File: src/rtl/bpc_pkg.sv
package bpc_pkg;

    typedef enum logic [2:0] {
        ST_IDLE  = 3'd0,
        ST_POP   = 3'd1,
        ST_EARLY = 3'd2,
        ST_BEAT  = 3'd3,
        ST_RESP  = 3'd4
    } bpc_state_e;

    typedef struct packed {
        logic [7:0] region_en;
        logic       rd_en;
        logic       wr_en;
        logic       acc_en;
    } bpc_cfg_t;

endpackage

File: src/rtl/bpc_cfg_reg.sv
module bpc_cfg_reg
    import bpc_pkg::*;
#(
    parameter int          NREGION     = 8,
    parameter logic [7:0]  REGION_IMPL = 8'b1100_1111
) (
    input  logic        clk,
    input  logic        rst_n,
    input  logic        we,
    input  logic [31:0] wdata,
    output logic [31:0] rdata,
    output bpc_cfg_t    cfg
);
    localparam int RD_POS  = 31 - NREGION;
    localparam int WR_POS  = RD_POS - 1;
    localparam int ACC_POS = RD_POS - 2;

    bpc_cfg_t   cfg_d, cfg_q;
    logic [7:0] wr_region;

    for (genvar i = 0; i < 8; i++) begin : g_region
        if (i < NREGION && REGION_IMPL[i]) begin : g_impl
            assign wr_region[i] = wdata[31-i];
        end else begin : g_absent
            assign wr_region[i] = 1'b0;
        end
    end

    always_comb begin
        cfg_d = cfg_q;
        if (we) begin
            cfg_d.region_en = wr_region;
            cfg_d.rd_en     = wdata[RD_POS];
            cfg_d.wr_en     = wdata[WR_POS];
            cfg_d.acc_en    = wdata[ACC_POS];
        end
    end

    always_ff @(posedge clk or negedge rst_n) begin
        if (!rst_n) cfg_q <= '0;
        else        cfg_q <= cfg_d;
    end

    always_comb begin
        rdata = '0;
        for (int i = 0; i < NREGION; i++) rdata[31-i] = cfg_q.region_en[i];
        rdata[RD_POS]  = cfg_q.rd_en;
        rdata[WR_POS]  = cfg_q.wr_en;
        rdata[ACC_POS] = cfg_q.acc_en;
    end

    assign cfg = cfg_q;
endmodule

File: src/rtl/bpc_burst_gate.sv
module bpc_burst_gate
    import bpc_pkg::*;
#(
    parameter int ADDR_W      = 32,
    parameter int REGION_BITS = 3
) (
    input  logic [ADDR_W-1:0] addr,
    input  logic              write,
    input  bpc_cfg_t          cfg,
    output logic              burst_ok
);
    logic [REGION_BITS-1:0] region;
    logic                   dir_en;

    always_comb begin
        region   = addr[ADDR_W-1 -: REGION_BITS];
        dir_en   = write ? cfg.wr_en : cfg.rd_en;
        burst_ok = dir_en & cfg.region_en[region];
    end
endmodule

File: src/rtl/bpc_err_merge.sv
module bpc_err_merge (
    input  logic clk,
    input  logic rst_n,
    input  logic start,
    input  logic beat_done,
    input  logic beat_err,
    input  logic first_half,
    input  logic resp_fire,
    input  logic resp_last,
    input  logic merge_en,
    input  logic acc_en,
    output logic resp_err
);
    typedef struct packed {
        logic first_err;
        logic half_err;
    } err_state_t;

    err_state_t st_d, st_q;

    always_comb begin
        st_d = st_q;
        if (start) st_d = '0;
        if (beat_done && beat_err) begin
            if (first_half) st_d.first_err = 1'b1;
            else            st_d.half_err  = 1'b1;
        end
        if (resp_fire) begin
            st_d.half_err = 1'b0;
            if (resp_last) st_d.first_err = 1'b0;
        end
    end

    always_ff @(posedge clk or negedge rst_n) begin
        if (!rst_n) st_q <= '0;
        else        st_q <= st_d;
    end

    assign resp_err = st_q.half_err | (merge_en & acc_en & st_q.first_err);
endmodule

File: src/rtl/bpc_seq.sv
module bpc_seq
    import bpc_pkg::*;
#(
    parameter int ADDR_W = 32,
    parameter int DATA_W = 32,
    parameter int BEATS  = 4
) (
    input  logic              clk,
    input  logic              rst_n,
    input  logic              req_valid,
    output logic              req_ready,
    input  logic              req_write,
    input  logic [ADDR_W-1:0] req_addr,
    input  logic              burst_ok,
    input  logic              acc_en,
    output logic              wd_pop,
    input  logic [DATA_W-1:0] wd_data,
    output logic              bus_valid,
    output logic [ADDR_W-1:0] bus_addr,
    output logic              bus_write,
    output logic              bus_burst,
    output logic              bus_seq,
    output logic [DATA_W-1:0] bus_wdata,
    input  logic              bus_ready,
    output logic              resp_valid,
    output logic              resp_early,
    output logic              start,
    output logic              beat_done,
    output logic              first_half,
    output logic              resp_last,
    output logic              merge_en,
    output logic              acc_q_o
);
    localparam int HALF    = BEATS / 2;
    localparam int BEAT_W  = $clog2(BEATS);
    localparam int BYTE_SH = $clog2(DATA_W / 8);
    localparam logic [BEAT_W-1:0] HALF_END = BEAT_W'(HALF - 1);
    localparam logic [BEAT_W-1:0] LAST     = BEAT_W'(BEATS - 1);

    typedef struct packed {
        bpc_state_e                    state;
        logic [BEAT_W-1:0]             beat;
        logic [BEAT_W-1:0]             pop;
        logic [ADDR_W-1:0]             addr;
        logic                          write;
        logic                          burst;
        logic                          acc;
        logic [BEATS-1:0][DATA_W-1:0]  wbuf;
    } seq_state_t;

    seq_state_t s_d, s_q;
    logic       half_end;

    always_comb begin
        s_d        = s_q;
        req_ready  = 1'b0;
        wd_pop     = 1'b0;
        bus_valid  = 1'b0;
        resp_valid = 1'b0;
        resp_early = 1'b0;
        start      = 1'b0;
        beat_done  = 1'b0;
        half_end   = (s_q.beat == HALF_END) || (s_q.beat == LAST);

        case (s_q.state)
            ST_IDLE: begin
                req_ready = 1'b1;
                if (req_valid) begin
                    start   = 1'b1;
                    s_d.addr  = req_addr;
                    s_d.write = req_write;
                    s_d.burst = burst_ok;
                    s_d.acc   = acc_en;
                    s_d.beat  = '0;
                    s_d.pop   = '0;
                    s_d.state = req_write ? ST_POP : ST_BEAT;
                end
            end
            ST_POP: begin
                wd_pop = 1'b1;
                s_d.wbuf[s_q.pop] = wd_data;
                s_d.pop = s_q.pop + 1'b1;
                if (s_q.pop == LAST)
                    s_d.state = ST_BEAT;
                else if (s_q.pop == HALF_END)
                    s_d.state = s_q.burst ? ST_EARLY : ST_BEAT;
            end
            ST_EARLY: begin
                resp_valid = 1'b1;
                resp_early = 1'b1;
                s_d.state  = ST_POP;
            end
            ST_BEAT: begin
                bus_valid = 1'b1;
                if (bus_ready) begin
                    beat_done = 1'b1;
                    s_d.beat  = s_q.beat + 1'b1;
                    if (half_end) begin
                        if (s_q.burst && s_q.write && s_q.beat == HALF_END)
                            s_d.state = ST_BEAT;
                        else
                            s_d.state = ST_RESP;
                    end
                end
            end
            ST_RESP: begin
                resp_valid = 1'b1;
                if (s_q.beat == '0)          s_d.state = ST_IDLE;
                else if (s_q.write)          s_d.state = ST_POP;
                else                         s_d.state = ST_BEAT;
            end
            default: s_d.state = ST_IDLE;
        endcase
    end

    always_ff @(posedge clk or negedge rst_n) begin
        if (!rst_n) begin
            s_q       <= '0;
            s_q.state <= ST_IDLE;
        end else begin
            s_q <= s_d;
        end
    end

    assign bus_addr   = s_q.addr + (ADDR_W'(s_q.beat) << BYTE_SH);
    assign bus_write  = s_q.write;
    assign bus_burst  = s_q.burst;
    assign bus_seq    = s_q.burst && (s_q.beat != '0);
    assign bus_wdata  = s_q.wbuf[s_q.beat];
    assign first_half = s_q.burst && s_q.write && (s_q.beat <= HALF_END);
    assign resp_last  = (s_q.beat == '0);
    assign merge_en   = s_q.burst && s_q.write;
    assign acc_q_o    = s_q.acc;
endmodule

File: src/rtl/bpc_ctrl.sv
module bpc_ctrl
    import bpc_pkg::*;
#(
    parameter int         ADDR_W      = 32,
    parameter int         DATA_W      = 32,
    parameter int         BEATS       = 4,
    parameter int         REGION_BITS = 3,
    parameter logic [7:0] REGION_IMPL = 8'b1100_1111
) (
    input  logic              clk,
    input  logic              rst_n,
    input  logic              cfg_we,
    input  logic [31:0]       cfg_wdata,
    output logic [31:0]       cfg_rdata,
    input  logic              req_valid,
    output logic              req_ready,
    input  logic              req_write,
    input  logic [ADDR_W-1:0] req_addr,
    output logic              wd_pop,
    input  logic [DATA_W-1:0] wd_data,
    output logic              rd_valid,
    output logic [DATA_W-1:0] rd_data,
    output logic              resp_valid,
    output logic              resp_err,
    output logic              bus_valid,
    output logic [ADDR_W-1:0] bus_addr,
    output logic              bus_write,
    output logic              bus_burst,
    output logic              bus_seq,
    output logic [DATA_W-1:0] bus_wdata,
    input  logic              bus_ready,
    input  logic              bus_err,
    input  logic [DATA_W-1:0] bus_rdata
);
    localparam int NREGION = 1 << REGION_BITS;

    bpc_cfg_t cfg;
    logic     burst_ok;
    logic     resp_early, start, beat_done, first_half, resp_last, merge_en, acc_q;
    logic     merged_err;

    bpc_cfg_reg #(.NREGION(NREGION), .REGION_IMPL(REGION_IMPL)) u_cfg (
        .clk(clk), .rst_n(rst_n), .we(cfg_we), .wdata(cfg_wdata),
        .rdata(cfg_rdata), .cfg(cfg)
    );

    bpc_burst_gate #(.ADDR_W(ADDR_W), .REGION_BITS(REGION_BITS)) u_gate (
        .addr(req_addr), .write(req_write), .cfg(cfg), .burst_ok(burst_ok)
    );

    bpc_seq #(.ADDR_W(ADDR_W), .DATA_W(DATA_W), .BEATS(BEATS)) u_seq (
        .clk(clk), .rst_n(rst_n),
        .req_valid(req_valid), .req_ready(req_ready), .req_write(req_write),
        .req_addr(req_addr), .burst_ok(burst_ok), .acc_en(cfg.acc_en),
        .wd_pop(wd_pop), .wd_data(wd_data),
        .bus_valid(bus_valid), .bus_addr(bus_addr), .bus_write(bus_write),
        .bus_burst(bus_burst), .bus_seq(bus_seq), .bus_wdata(bus_wdata),
        .bus_ready(bus_ready), .resp_valid(resp_valid), .resp_early(resp_early),
        .start(start), .beat_done(beat_done), .first_half(first_half),
        .resp_last(resp_last), .merge_en(merge_en), .acc_q_o(acc_q)
    );

    bpc_err_merge u_err (
        .clk(clk), .rst_n(rst_n), .start(start),
        .beat_done(beat_done), .beat_err(bus_err), .first_half(first_half),
        .resp_fire(resp_valid && !resp_early), .resp_last(resp_last),
        .merge_en(merge_en), .acc_en(acc_q), .resp_err(merged_err)
    );

    assign resp_err = resp_early ? 1'b0 : merged_err;
    assign rd_valid = bus_valid && bus_ready && !bus_write;
    assign rd_data  = bus_rdata;
endmodule

File: config.mk
export PLATFORM = sky130hd
export DESIGN_NAME = bpc_ctrl
export DESIGN_NICKNAME = d
export VERILOG_FILES = /design/src/rtl/bpc_pkg.sv /design/src/rtl/bpc_cfg_reg.sv /design/src/rtl/bpc_burst_gate.sv /design/src/rtl/bpc_err_merge.sv /design/src/rtl/bpc_seq.sv /design/src/rtl/bpc_ctrl.sv
export SDC_FILE = /design/constraint.sdc
export NUM_CORES = 1
export LEC_CHECK = 0
export BUFFER_PORTS_ARGS = -buffer_cell sky130_fd_sc_hd__buf_2
export CORE_MARGIN = 2
export CORE_UTILIZATION = 25
export DETAILED_ROUTE_END_ITERATION = 16
export PLACE_DENSITY = 0.53
export SYNTH_ARGS = -nofsm -noshare
export SYNTH_HDL_FRONTEND = slang
export SYNTH_SLANG_ARGS = --single-unit
File: constraint.sdc
create_clock -name clk -period 2.8 [get_ports clk]
set_input_delay 0.56 -clock clk [delete_from_list [all_inputs] [get_ports clk]]
set_output_delay 0.56 -clock clk [all_outputs]
set_load 0.01 [all_outputs]
==> summary.md, run 1 <==
| Metric | Value |
|---|---|
| Post-synth top flop | dfrtp_1 |
| Post-route non-filler standard cell count | 1313 |
| Crit-path max cell delay | 0.45 ns |
| Post-Syn Area | 8990 um2 |
| Via count | 5738 |
| Post-cts hold buffer count | 0 |
| DP Area | 9960 um2 |
| Pre-CTS WS | 0.381 ns |
| Core box area | 35500 um2 |
| Pwr Total | 11.8 mW |
| Final Cell Area | 10700 um2 |
| Final hold viol count | 0 |
| N_diodes | 0 |
| Vias in the first global route | 6100 |
| Final #Nets | a little under 1k |
| Yosys cell types | 48 |
| FF+latch count, synth | 181 |
| Power per cell area | 1100 nW/um2 |
| Cts bufs inserted | 17 |
| Placed Cells incl. Taps | about 1.3k |
| FMAX | 359 MHz |
| Initial Util | 0.253 |
| Synth Instances | 710 |
| Initial antenna violation count | 1 |
| Average wire per standard cell | between 15 and 20 um |
| MaxCap Viol Count | 0 |
| Post-Route Utilization | 0.301 |
| Post-DRT Antenna Nets | 0 |
| Peak VDD IR | 0.478 mV |
| Status | finished, final reports clean |
| CP cell instances | ha_4, a21oi_2, nor4b_2, buf_4, buf_8, nand4_1, xnor2_1, buf_2 |
| Post-layout min period | 2.79 ns |
| Die height | 194 um |
| RSZ-0062 raised after global routing | true |
| Critical Path Source Type | flip-flop |
| Setup violators final | 0 |
| DR pass1 iterations | 4 |
| Yosys warns | 0 |
| Clock Pin Slew Worst Setup and Hold Paths | 0.07 ns |
| Slew margin rel. | 0.591 |
| Worst-Margin Slew | 0.613 ns |
| CTS Root Cell | clkbuf_16 |
| # IOs | between 200 and 300 |
| Clk_skew | approximately 0.011 ns |
| H-tree lvl count | 4 |
| Iter 0 DRT Violations | 225 |
| Largest net degree at the start of global routing | 55 |
| Req. time, crit path | 2.24 ns |
| Critical Path Sink Type | primary output |
| Share of cells above drive strength 1 | 0.351 |
| Final wirelength | approximately 22 mm |
| Placer Congestion | 0.720 |
| Clock sink count | roughly 180 |
| Post-synth EDFFs | 0 |
| Die area | 37500 um2 |
| Max Buffers Root-to-Sink | 2 |
| P_leak | between 4 and 5 nW |
| Post-synthesis sequential area ratio | 0.504 |
| Crit path max fanout | 6 |
| Worst hold-check path type | input pin to async pin |
| Port Buffers | 161 |
| Row count | 69 |
| Post-DP HPWL | between 10 and 15 mm |
| Final Worst Setup Slack | 0.0123 ns |
| Async SR Flop Fraction | 1.00 |
| Area growth syn-to-layout | 19.0% |
| Fin. max-slew vios | 0 |
| Worst skew pair latency | 0.44 ns |
| Gr ovfl total | 0 |
| CTS tree | built |
| WP data arrival | approximately 2.2 ns |
| Synth Area per Inst | 12.7 um2 |
| Slowest-stage cell, CP | dfrtp_2 |
| First-pass GRT wire length | 34.4 mm |
| Residual DRC | 0 |
| Worst reg2reg path depth | 7 |
| Gr usage total | 0.118 |
| Die Wd | approximately 190 um |
| Crit share post-route | 0.996 |
| CP Class | flip-flop to primary output |
| Post-detailed-route via-to-cell ratio | 4.37 |
[sequential cells by signal, indices dropped and copies added, names as in the netlist]
register / flops
u_err.st_q: 2
u_seq.bus_write: 1
u_seq.acc_q_o: 1
u_seq.bus_burst: 1
u_cfg.cfg: 9
u_seq.s_q: 167
[cells in the mapped netlist (all sizes together), types with 2 or more instances]
cell type,number,area share
nor2,13,0.0054
o21ai,5,0.0028
xor2,6,0.0058
inv,7,0.0029
nor3,6,0.0033
nand2b,4,0.0028
nor4,2,0.0014
dfrtp,181,0.50
nand2,117,0.049
nand4,9,0.0063
a21oi,5,0.0028
xnor2,22,0.021
o31ai,2,0.0017
nor3b,2,0.0029
and4,2,0.0019
a31oi,2,0.0014
a21o,2,0.0017
a22o,2,0.0019
nor4b,2,0.0036
and3,6,0.0042
and2,5,0.0035
nand3,14,0.0078
mux2i,4,0.0045
nor2b,2,0.0014
mux2,138,0.17
mux4,32,0.080
ha,9,0.013
clkbuf,10,0.0042
buf,87,0.074
[final timing paths]
| path | end | start | slack [ns] |
|---|---|---|---|
| max | bus_addr[31] | u_seq.s_q[166]$_DFFE_PN0P_ | 0.01 |
| min | u_cfg.cfg[1]$_DFFE_PN0P_ | rst_n | 0.06 |
| max reg2reg | u_seq.s_q[168]$_DFFE_PN0P_ | u_seq.s_q[166]$_DFFE_PN0P_ | 0.65 |
| min reg2reg | u_seq.s_q[121]$_DFFE_PN0P_ | u_seq.s_q[121]$_DFFE_PN0P_ | 0.48 |
| max in group asynchronous | u_seq.s_q[141]$_DFFE_PN0P_ | rst_n | 1.88 |
| min in group clk | u_seq.s_q[150]$_DFFE_PN0P_ | req_addr[19] | 0.31 |
[worst max-delay path, delay by kind of cell (launching register included)]
family	cells	cell delay, ns
buf+inv	3	0.47
flops	1	0.45
simple gates	2	0.35
fa+ha+maj	1	0.28
xor+xnor	1	0.18
compound gates	1	0.05
[power by group]
group | total [mW] | leakage [nW] | internal, mW | switching [mW]
registers | 4.64 | 2.18 | 3.87 | 0.770
logic | 4.81 | 2.39 | 2.50 | 2.31
clock network | 2.35 | 0.268 | 1.19 | 1.16
[stage by stage]
step / hold WS (ns) / setup TNS [ns]
floorplan: 0.264 / 0
global placement: 0.462 / 0
finish: 0.0587 / 0
CTS: 0.0783 / -0.0110
global route: 0.0692 / -0.901
detailed placement: 0.464 / 0
[layout by cell type, fill, tap and decap left out, types with 13 or more instances in the layout]
| cell | Yosys | layout |
|---|---|---|
| dfrtp_1 | 181 | 177 |
| buf_2 | 11 | 160 |
| buf_4 | 62 | 16 |
| mux2_2 | 18 | 18 |
| mux4_2 | 32 | 32 |
| nor2_1 | 13 | 13 |
| clkbuf_16 | 0 | 17 |
| xnor2_1 | 22 | 15 |
| nand2_1 | 117 | 116 |
| mux2_1 | 120 | 120 |
| conb_1 | 1 | 23 |
[area by class of cell]
cell class / instances / area, um2
Clock buffer: 19 / 443
Inverter: 7 / 26.3
Timing Repair Buffer: 185 / 1050
Multi-Input combinational cell: 447 / 3950
Clock inverter: 13 / 116
Fill cell: 3634 / 24800
Sequential cell: 181 / 4530
Tap cell: 461 / 577
[what timing repair did]
item / CTS / global route
hold endpoints to repair: 0 / 0
cloned: 1 / 0
setup buffers: 3 / 0
pin swaps: 2 / 5
resized for setup: 17 / 15
endpoints found under the setup margin: 51 / 19
[per-layer routing]
metal / vias to the layer above / global-route usage / wire length (um)
li1: 2666 / - / -
met1: 2889 / 0.148 / 9430
met2: 159 / 0.194 / 10600
met3: 22 / 0.0412 / 1290
met4: 2 / 0.0303 / 234
met5: - / 0 / 13
[logic make-up (layout without fill, tap and decap cells)]
family	after synthesis	in the layout	synth area share
AOI/OAI and AO/OA	26	26	0.0200
xor gates and xnor gates	28	28	0.0273
adders and majority gates	10	10	0.0148
buffers and inverters	104	224	0.0809
DFF	181	181	0.504
muxes	174	174	0.257
other	1	23	0.000417
and+or+nand+nor	186	186	0.0955
(Power assumes the default switching activity.)
==> inputs of run 2 (changes only) <==
--- a/config.mk
+++ b/config.mk
@@ -10,6 +10,7 @@
 export CORE_UTILIZATION = 25
 export DETAILED_ROUTE_END_ITERATION = 16
 export PLACE_DENSITY = 0.53
+export RECOVER_POWER = 100
 export SYNTH_ARGS = -nofsm -noshare
 export SYNTH_HDL_FRONTEND = slang
 export SYNTH_SLANG_ARGS = --single-unit
==> run 2 against run 1 <==
Non-clock buffer count unchanged. Final cell count unchanged. Combinational power decreased by 4%. Clock skew about the same. Flip-flop and latch count unchanged. Hold slack improved by 0.25 ns. Register-to-register slack got worse by 0.44 ns. Worst setup slack got worse by 0.0041 ns. Power decreased by 1.7%. Critical path depth unchanged. Critical path type unchanged. Critical endpoint unchanged. Largest cell class unchanged.
==> summary.md, run 2 (synthesis results as in run 1) <==
| Metric | Value |
|---|---|
| Initial antenna violation count | 1 (unchanged) |
| Worst reg2reg path depth | 4 (-3) |
| Final Worst Setup Slack | 0.00821 ns (-0.00412 ns) |
| Largest net degree at the start of global routing | 55 (unchanged) |
| Peak VDD IR | 0.456 mV (-4.7%) |
| Area growth syn-to-layout | 17.1% |
| Clock Pin Slew Worst Setup and Hold Paths | 0.07 ns (about the same) |
| Vias in the first global route | 6100 (unchanged) |
| Hold_sp | req_addr[19] |
| DR pass1 iterations | 4 (unchanged) |
| Slowest-stage cell, CP | dfrtp_2 |
| Bufs and invs on worst path | 3 (unchanged) |
| Share of cells above drive strength 1 | 0.276 (-0.0751) |
| # IOs | 272 (unchanged) |
| RSZ-0062 raised after global routing | true |
| Crit share post-route | 0.997 (+0.00147) |
| Commonest non-fill, non-tap cell in the layout | dfrtp_1 |
| Crit path max fanout | 6 (unchanged) |
| Post-DP HPWL | 14.1 mm (unchanged) |
| Req. time, crit path | 2.24 ns (about the same) |
| Post-route non-filler standard cell count | 1313 (unchanged) |
| Pre-CTS WS | 0.381 ns (unchanged) |
| CTS Root Cell | clkbuf_16 |
| Critical Path Source Type | flip-flop |
| MaxCap Viol Count | 0 (unchanged) |
| Final hold viol count | 0 (unchanged) |
| Register-to-register setup slack | 0.21 ns (-0.44 ns) |
| WP data arrival | 2.23 ns (about the same) |
| Die height | 194 um (unchanged) |
| Post-DRT Antenna Nets | 0 (unchanged) |
| Critical Path Sink Type | primary output |
| Placed Cells incl. Taps | 1277 (unchanged) |
| Slew margin rel. | 0.00439 (-0.587) |
| Max Buffers Root-to-Sink | 2 (unchanged) |
| Biggest register | u_seq.s_q |
| Clk_skew | 0.0113 ns (+0.000338 ns) |
| Worst skew pair latency | 0.44 ns (about the same) |
| CTS tree | built |
| Port Buffers | 161 (unchanged) |
| R2r endpoint | u_seq.s_q[125]$_DFFE_PN0P_ |
| Crit-path max cell delay | 0.45 ns (about the same) |
| Post-detailed-route via-to-cell ratio | 4.35 (-0.44%) |
| Post-layout min period | 2.79 ns (+0.00412 ns) |
| Initial Util | 0.253 (unchanged) |
| Worst-Margin Slew | 1.49 ns (+0.880 ns) |
| Setup violators final | 0 (unchanged) |
| Final wirelength | 21.5 mm (-0.17%) |
| Row count | 69 (unchanged) |
| Gr usage total | 0.118 (unchanged) |
| Via count | 5713 (-0.44%) |
| Setup crit end | bus_addr[31] |
| Cts bufs inserted | 17 (unchanged) |
| CP cell instances | ha_4, a21oi_2, nor4b_2, buf_4, buf_8, nand4_1, xnor2_1, buf_2 |
| Placer Congestion | 0.720 (unchanged) |
| Most frequent cells in the layout | dfrtp_1, mux2_1, nand2_1 |
| First-pass GRT wire length | 34.4 mm (unchanged) |
| Worst path depth | 8 (unchanged) |
| Power per cell area | 1100 nW/um2 (-0.21%) |
| Max reg flops | 167 (unchanged) |
| Hold WS | 0.310 ns (+0.251 ns) |
| Gr ovfl total | 0 (unchanged) |
| N_diodes | 0 (unchanged) |
| Iter 0 DRT Violations | 229 (+1.8%) |
| CP Class | flip-flop to primary output |
| Worst r2r src | u_seq.s_q[169]$_DFFE_PN0P_ |
| Average wire per standard cell | 16.4 um (-0.17%) |
| FMAX | 358 MHz (-0.15%) |
| Fin. max-slew vios | 0 (unchanged) |
| Residual DRC | 0 (unchanged) |
| H-tree lvl count | 4 (unchanged) |
| P_leak | 4.62 nW (-4.5%) |
| Core box area | 35500 um2 (unchanged) |
| Cell family with most CP delay | buffers and inverters |
| Post-cts hold buffer count | 0 (unchanged) |
| Critical Path Start | u_seq.s_q[166]$_DFFE_PN0P_ |
| Clock sink count | 181 (unchanged) |
| Final #Nets | 984 (unchanged) |
| Die Wd | 194 um (unchanged) |
| Status | finished, final reports clean |
| Die area | 37500 um2 (unchanged) |
| Worst hold-check path type | input pin to flip-flop |
[run 2: changes by cell type in the layout (fill, tap and decap cells not counted), sizes merged]
cell / delta
clkbuf: +70
buf: -70
[run 2: layer usage]
metal,up-vias,track usage,wire length [um]
met2,156,0.194,10500
met1,2875,0.148,9490
met5,-,0,13
met4,2,0.0303,238
met3,22,0.0412,1310
li1,2658,-,-
[run 2: worst min-delay path by stage]
stage / cells after the start / slack, ns / to
2_1_floorplan: 0 / 0.26 / u_cfg.cfg[0]$_DFFE_PN0P_
4_1_cts: 1 / 0.08 / u_cfg.cfg[1]$_DFFE_PN0P_
6_report: 3 / 0.31 / u_seq.s_q[150]$_DFFE_PN0P_
3_3_place_gp: 2 / 0.46 / u_seq.s_q[131]$_DFFE_PN0P_
3_5_place_dp: 2 / 0.46 / u_seq.s_q[132]$_DFFE_PN0P_
5_1_grt: 3 / 0.28 / u_seq.s_q[139]$_DFFE_PN0P_
[run 2: repair_timing]
item / CTS / global route
setup endpoints to repair: 51 / 19
pin swaps: 2 / 5
buffers inserted: 3 / 0
resized for setup: 17 / 15
gates cloned: 1 / 0
[run 2: where the power goes]
part | total, mW | switching, mW | internal [mW]
Sequential | 4.63 | 0.760 | 3.87
Clock | 2.35 | 1.15 | 1.19
Combinational | 4.62 | 2.33 | 2.29
[run 2: worst reg2reg max path: stages (launching register included)]
cell     delay, ns
dfrtp_1       0.51
nor3b_1       0.81
and2_2        0.41
buf_6         0.36
mux2_2        0.39
[run 2: final cells by class]
| cell class | count | area, um2 |
|---|---|---|
| flip-flops and latches | 181 | 4530 |
| inverters | 7 | 26.3 |
| clock buffers | 19 | 443 |
| repair buffers | 185 | 915 |
| clock inverters | 13 | 116 |
| multi-input cells | 447 | 3920 |
| fillers | 3671 | 25000 |
| well taps | 461 | 577 |
[run 2: stage by stage]
stage,power (mW),util,setup TNS [ns],cell area (um2)
after CTS,12.0,0.299,-0.0110,10600
after detailed placement,9.53,0.281,0,9960
final,11.6,0.297,0,10500
after global routing,12.5,0.297,-1.49,10500
after floorplan,7.94,-,0,9070
after global placement,9.40,0.281,0,9960
